`config.mk`:
```
export PLATFORM = sky130hd
export DESIGN_NAME = flash_cmd_status
export DESIGN_NICKNAME = d
export VERILOG_FILES = /design/src/rtl/fcs_pkg.sv /design/src/rtl/fcs_queue.sv /design/src/rtl/fcs_result.sv /design/src/rtl/flash_cmd_status.sv
export SDC_FILE = /design/constraint.sdc
export NUM_CORES = 1
export LEC_CHECK = 0
export ABC_CLOCK_PERIOD_IN_PS = 2700
export CORE_MARGIN = 1.5
export CORE_UTILIZATION = 34
export DETAILED_ROUTE_END_ITERATION = 8
export PLACE_DENSITY = 0.95
export RECOVER_POWER = 25
export SLEW_MARGIN = 20
export SYNTH_ARGS = -nofsm -noshare
export SYNTH_HDL_FRONTEND = slang
export SYNTH_SLANG_ARGS = --single-unit
```
`constraint.sdc`:
```
create_clock -name clk -period 2.7 [get_ports clk]
set_input_delay 0.27 -clock clk [delete_from_list [all_inputs] [get_ports clk]]
set_output_delay 0.27 -clock clk [all_outputs]
set_load 0.01 [all_outputs]
```
`src/rtl/fcs_pkg.sv`:
```
package fcs_pkg;
    localparam int ST_PEND  = 0;
    localparam int ST_ACC   = 1;
    localparam int ST_OK    = 2;
    localparam int ST_FAIL  = 3;
    localparam int ST_DEFER = 4;
    localparam int ST_LOCK  = 5;
    localparam int ST_USED  = 6;

    typedef struct packed {
        logic pend;
        logic abort;
        logic inflight;
        logic drop;
    } q_state_t;

    typedef struct packed {
        logic ok;
        logic fail;
        logic defer;
        logic dfail;
        logic irq_ok;
        logic irq_err;
    } r_state_t;
endpackage

```
`src/rtl/fcs_queue.sv`:
```
module fcs_queue
    import fcs_pkg::*;
(
    input  logic clk,
    input  logic rst_n,
    input  logic cmd_wr,
    input  logic abort_wr,
    input  logic arb_accept,
    input  logic done,
    input  logic lock,
    input  logic res_blocked,
    input  logic res_deferred,
    output logic pend,
    output logic inflight,
    output logic req,
    output logic drop_err
);
    q_state_t q_d, q_q;
    logic     fire;

    always_comb begin
        q_d  = q_q;
        req  = q_q.pend & ~q_q.abort & ~lock & ~res_deferred
             & (~q_q.inflight | (done & ~res_blocked));
        fire = req & arb_accept;

        if (fire)
            q_d.inflight = 1'b1;
        else if (done)
            q_d.inflight = 1'b0;

        if (q_q.abort && done) begin
            q_d.pend  = 1'b0;
            q_d.abort = 1'b0;
        end else if (fire) begin
            q_d.pend = 1'b0;
        end else if (cmd_wr && !q_q.pend) begin
            q_d.pend = 1'b1;
        end else if (abort_wr && !q_q.pend && q_q.inflight && !done) begin
            q_d.pend  = 1'b1;
            q_d.abort = 1'b1;
        end

        if (cmd_wr && q_q.pend)
            q_d.drop = 1'b1;
    end

    always_ff @(posedge clk or negedge rst_n) begin
        if (!rst_n) q_q <= '0;
        else        q_q <= q_d;
    end

    assign pend     = q_q.pend;
    assign inflight = q_q.inflight;
    assign drop_err = q_q.drop;
endmodule

```
`src/rtl/fcs_result.sv`:
```
module fcs_result
    import fcs_pkg::*;
(
    input  logic clk,
    input  logic rst_n,
    input  logic done,
    input  logic fail_in,
    input  logic clr_ok,
    input  logic clr_err,
    output logic ok,
    output logic fail,
    output logic defer,
    output logic irq_ok,
    output logic irq_err,
    output logic blocked
);
    r_state_t r_d, r_q;

    always_comb begin
        r_d     = r_q;
        blocked = (r_q.irq_ok & ~clr_ok) | (r_q.irq_err & ~clr_err);
        r_d.irq_ok  = r_q.irq_ok  & ~clr_ok;
        r_d.irq_err = r_q.irq_err & ~clr_err;

        if (done && blocked) begin
            r_d.defer = 1'b1;
            r_d.dfail = fail_in;
        end else if (done || (r_q.defer && !blocked)) begin
            r_d.defer   = 1'b0;
            r_d.ok      = done ? ~fail_in : ~r_q.dfail;
            r_d.fail    = done ?  fail_in :  r_q.dfail;
            r_d.irq_ok  = r_d.ok;
            r_d.irq_err = r_d.fail;
        end else if (!r_d.irq_ok && !r_d.irq_err) begin
            r_d.ok   = 1'b0;
            r_d.fail = 1'b0;
        end
    end

    always_ff @(posedge clk or negedge rst_n) begin
        if (!rst_n) r_q <= '0;
        else        r_q <= r_d;
    end

    assign ok      = r_q.ok;
    assign fail    = r_q.fail;
    assign defer   = r_q.defer;
    assign irq_ok  = r_q.irq_ok;
    assign irq_err = r_q.irq_err;
endmodule

```
`src/rtl/flash_cmd_status.sv`:
```
module flash_cmd_status
    import fcs_pkg::*;
#(
    parameter int          DATA_W     = 32,
    parameter int          ADDR_W     = 12,
    parameter logic [11:0] STATUS_OFF = 12'h018
) (
    input  logic              clk,
    input  logic              rst_n,
    input  logic              cmd_wr,
    input  logic              abort_wr,
    input  logic              arb_accept,
    input  logic              fl_done,
    input  logic              fl_fail,
    input  logic              host2_lock,
    input  logic              clr_ok,
    input  logic              clr_err,
    input  logic              apb_psel,
    input  logic [ADDR_W-1:0] apb_paddr,
    output logic [DATA_W-1:0] apb_prdata,
    output logic              flash_req,
    output logic [DATA_W-1:0] status,
    output logic              irq_ok,
    output logic              irq_err,
    output logic              cmd_drop_err
);
    localparam int PAD_W = DATA_W - ST_USED;
    localparam logic [ADDR_W-1:0] OFF = ADDR_W'(STATUS_OFF);

    logic lock_d, lock_q;
    logic pend, inflight, done_ok, blocked;
    logic r_ok, r_fail, r_defer;

    assign done_ok = fl_done & inflight;

    fcs_queue u_queue (
        .clk          (clk),
        .rst_n        (rst_n),
        .cmd_wr       (cmd_wr),
        .abort_wr     (abort_wr),
        .arb_accept   (arb_accept),
        .done         (done_ok),
        .lock         (host2_lock),
        .res_blocked  (blocked),
        .res_deferred (r_defer),
        .pend         (pend),
        .inflight     (inflight),
        .req          (flash_req),
        .drop_err     (cmd_drop_err)
    );

    fcs_result u_result (
        .clk     (clk),
        .rst_n   (rst_n),
        .done    (done_ok),
        .fail_in (fl_fail),
        .clr_ok  (clr_ok),
        .clr_err (clr_err),
        .ok      (r_ok),
        .fail    (r_fail),
        .defer   (r_defer),
        .irq_ok  (irq_ok),
        .irq_err (irq_err),
        .blocked (blocked)
    );

    always_comb lock_d = host2_lock;

    always_ff @(posedge clk or negedge rst_n) begin
        if (!rst_n) lock_q <= 1'b0;
        else        lock_q <= lock_d;
    end

    always_comb begin
        status           = '0;
        status[ST_PEND]  = pend;
        status[ST_ACC]   = inflight | r_defer;
        status[ST_OK]    = r_ok;
        status[ST_FAIL]  = r_fail;
        status[ST_DEFER] = r_defer;
        status[ST_LOCK]  = lock_q;
        apb_prdata = (apb_psel && apb_paddr == OFF) ? status : '0;
    end

    logic [PAD_W-1:0] pad_unused;
    assign pad_unused = status[DATA_W-1:ST_USED];
endmodule


```
==> summary.md <==
| Metric | Value |
|---|---|
| Status | `finished, final reports clean` |
| Critical-path top delay cell | `clkdlybuf4s50_1` |
| Finish-stage setup viols | `0` |
| Core box area | `2780 µm²` |
| Period minus WS final | `roughly 2.2 ns` |
| Die height | `between 50 and 60 µm` |
| CTS resizes | `0` |
| Critical path capture point type | `primary output` |
| Netlist cell types | `26` |
| Synthesized area | `~1000 µm²` |
| Die ar. | `between 3000 and 4000 µm²` |
| Antenna Nets Post-Route | `0` |
| Area share of the largest cell type after synthesis | `42.2%` |
| Source-to-sink clock delay at the later pin of the worst-skew pair | `roughly 0.26 ns` |
| Aggregate global-route resource usage | `10.3%` |
| Clock buffer count from CTS | `3` |
| Deepest level of the CTS H-tree | `1` |
| DR vias/cell | `about 4` |
| Width of the die | `around 58 µm` |
| Clock Root Buffer | `clkbuf_4` |
| Fill cell instance count of the final layout | `between 200 and 300` |
| Avg Synthesized Cell Area | `8.59 µm²` |
| Number of iterations in the first detailed-routing pass | `3` |
| Number of buffers inserted by post-CTS setup repair | `0` |
| Clock-pin slew on the worst setup and hold paths | `~0.070 ns` |
| Area leader, netlist | `buf_4` |
| Layout Nets | `between 150 and 200` |
| Worst setup path category | `in2out` |
| Ratio of total power to cell area | `~470 nW/µm²` |
| Sequential share of the synthesized area | `27.2%` |
| TritonCTS clock tree | `yes` |
| CP dominant cell by count | `clkdlybuf4s50_1` |
| RD Place Congestion | `0.704` |
| Leading post-synthesis cells by cell area | `buf_4 42%, dfrtp_1 27%, a21oi_1 4.4%` |
| Number of top-level pins | `between 90 and 100` |
| Routed len/inst | `9.40 µm` |
| Final clock period utilization by the worst path | `82.5%` |
| P_leak | `~0.59 nW` |
| Initial core utilization | `36.4%` |
| Input/output buffers | `38` |
| Area delta synth->final | `19.9%` |
| First-pass GRT wire length | `about 2.6 mm` |
| Max-slew violation total from the final report | `0` |
| Setup clock skew after layout | `0.000567 ns` |
| Number of cell rows | `19` |
| Clock Sink Count | `11` |
| Warning count from the yosys run | `0` |
| Placed wire-length estimate after detailed placement | `approximately 1.5 mm` |
| Antenna cell count | `0` |
| Data arrival, critical path | `between 1.5 and 2 ns` |
| Antenna violations before repair | `0` |
| Critical R2R Launch | `u_result.defer` |
| CTS max path bufs | `2` |
| DRC violations left | `0` |
| Post-Synthesis Cells | `around 120` |
| Setup repair after global routing missed its margin | `no` |
| List of cells traversed by the critical path | `clkdlybuf4s50_1, nor4b_1, and4_1, and2_1, clkdlybuf4s50_1` |
| Maximum number of pins on one net before global-route repair | `12` |
| Depth of the worst register-to-register path | `3` |
| Final-report hold violation count | `0` |
| Share of final-layout standard cells stronger than drive strength 1 | `under 10%` |
| Element type at the critical path start | `input port` |
| Setup slack, reg-to-reg | `around 1.5 ns` |
| Number of flip-flops and latches in the synthesized netlist | `11` |
| Number of global-route vias before repair | `between 600 and 700` |
| IR Drop Worst-Case VDD | `around 0.23 mV` |
| Initial detailed-routing violation count | `13` |
| Worst reg2reg path endpoint | `u_queue.pend` |
| Vias | `about 700` |
| Number of max-cap violations | `0` |
| CTS Hold Buffers Added | `0` |
| Total detailed-routing wirelength | `approximately 1.7 mm` |
| Required time at the endpoint of the critical path | `between 2 and 2.5 ns` |
| Fmax achieved | `between 0.4 and 0.5 GHz` |
| Crit-path max cell delay | `0.53 ns` |
| Total negative slack | `0 ns` |
| Power, Total | `between 0.5 and 0.6 mW` |
| Overflow left after global routing | `0` |
| Maximum fanout along the worst path | `6` |
| Min-delay worst type | `in2async` |
[Yosys cell counts (all sizes together)]
library cell,n
nand2,4
o22a,1
nor2,2
or2,1
nor2b,1
and3,1
o21ai,2
dfrtp,11
mux2,2
o22ai,1
a31oi,5
nor4bb,1
buf,60
nand2b,3
a21o,1
and2,6
inv,2
a21oi,9
and4,1
nor4b,2
nor3,1
conb,1
[worst max-delay path by stage]
stage                                to        startpoint  slack, ns
after detailed placement  apb_prdata[1]      apb_paddr[7]       0.43
after global routing      apb_prdata[2]      apb_paddr[7]       0.27
final                     apb_prdata[1]      apb_paddr[7]       0.47
after floorplan           apb_prdata[1]  u_queue.inflight       1.44
after global placement    apb_prdata[2]      apb_paddr[7]       0.46
after CTS                 apb_prdata[1]      apb_paddr[7]       0.44
[where the power goes]
part | switching [mW] | internal [mW]
combinational | 0.106 | 0.118
sequential | 0.0330 | 0.198
clock | 0.0551 | 0.0571
total | 0.194 | 0.373
[through the flow]
step | hold WS [ns] | std cells | utilization [%] | setup WS [ns] | area (µm²)
2_1_floorplan | -0.0256 | 169 | - | 1.44 | 1200
3_3_place_gp | 0.446 | 179 | 42.7 | 0.464 | 1190
3_5_place_dp | 0.449 | 179 | 42.7 | 0.433 | 1190
4_1_cts | 0.341 | 183 | 43.7 | 0.438 | 1210
5_1_grt | 0.433 | 183 | 43.7 | 0.269 | 1210
6_report | 0.397 | 183 | 43.7 | 0.473 | 1210
[cell usage in the layout (no fill, tap or decap), types with 2 or more instances in the layout]
master           netlist  routed
conb_1                 1      52
clkbuf_4               0       3
inv_1                  2       2
and2_1                 6       6
a21oi_1                9       9
dlygate4sd3_1          0       2
nand2b_1               3       3
nor2_1                 2       2
nand2_1                3       3
dfrtp_1               11      11
a31oi_1                5       5
o21ai_0                2       2
clkdlybuf4s50_1        0      36
[metal layers]
layer	share of wire, %	GRT usage (%)	up-vias	wire length [µm]
li1	-	-	347	-
met5	0	0	-	0
met4	2.2	6.98	0	38
met2	52	18.0	42	894
met3	9.0	2.49	4	154
met1	37	10.8	318	632
[critical path, delay by kind of cell]
kind | cells | cell delay (ns)
buffers and inverters | 2 | 0.93
and+or+nand+nor | 3 | 0.76
[layout make-up]
class	count	area [µm²]	area share, %
clock buffers	4	26.3	2.16
inverters	2	7.51	0.618
multi-input cells	96	479	39.4
flip-flops and latches	11	275	22.7
well taps	31	38.8	3.19
repair buffers	39	388	31.9
[cells by family after synthesis]
group / after synthesis / share of synthesized area, %
flops: 11 / 27.2
simple gates: 23 / 14.7
mux: 2 / 2.59
other cells: 1 / 0.370
compound gates: 19 / 10.7
buf+inv: 62 / 44.4
(Power assumes the default switching activity.)
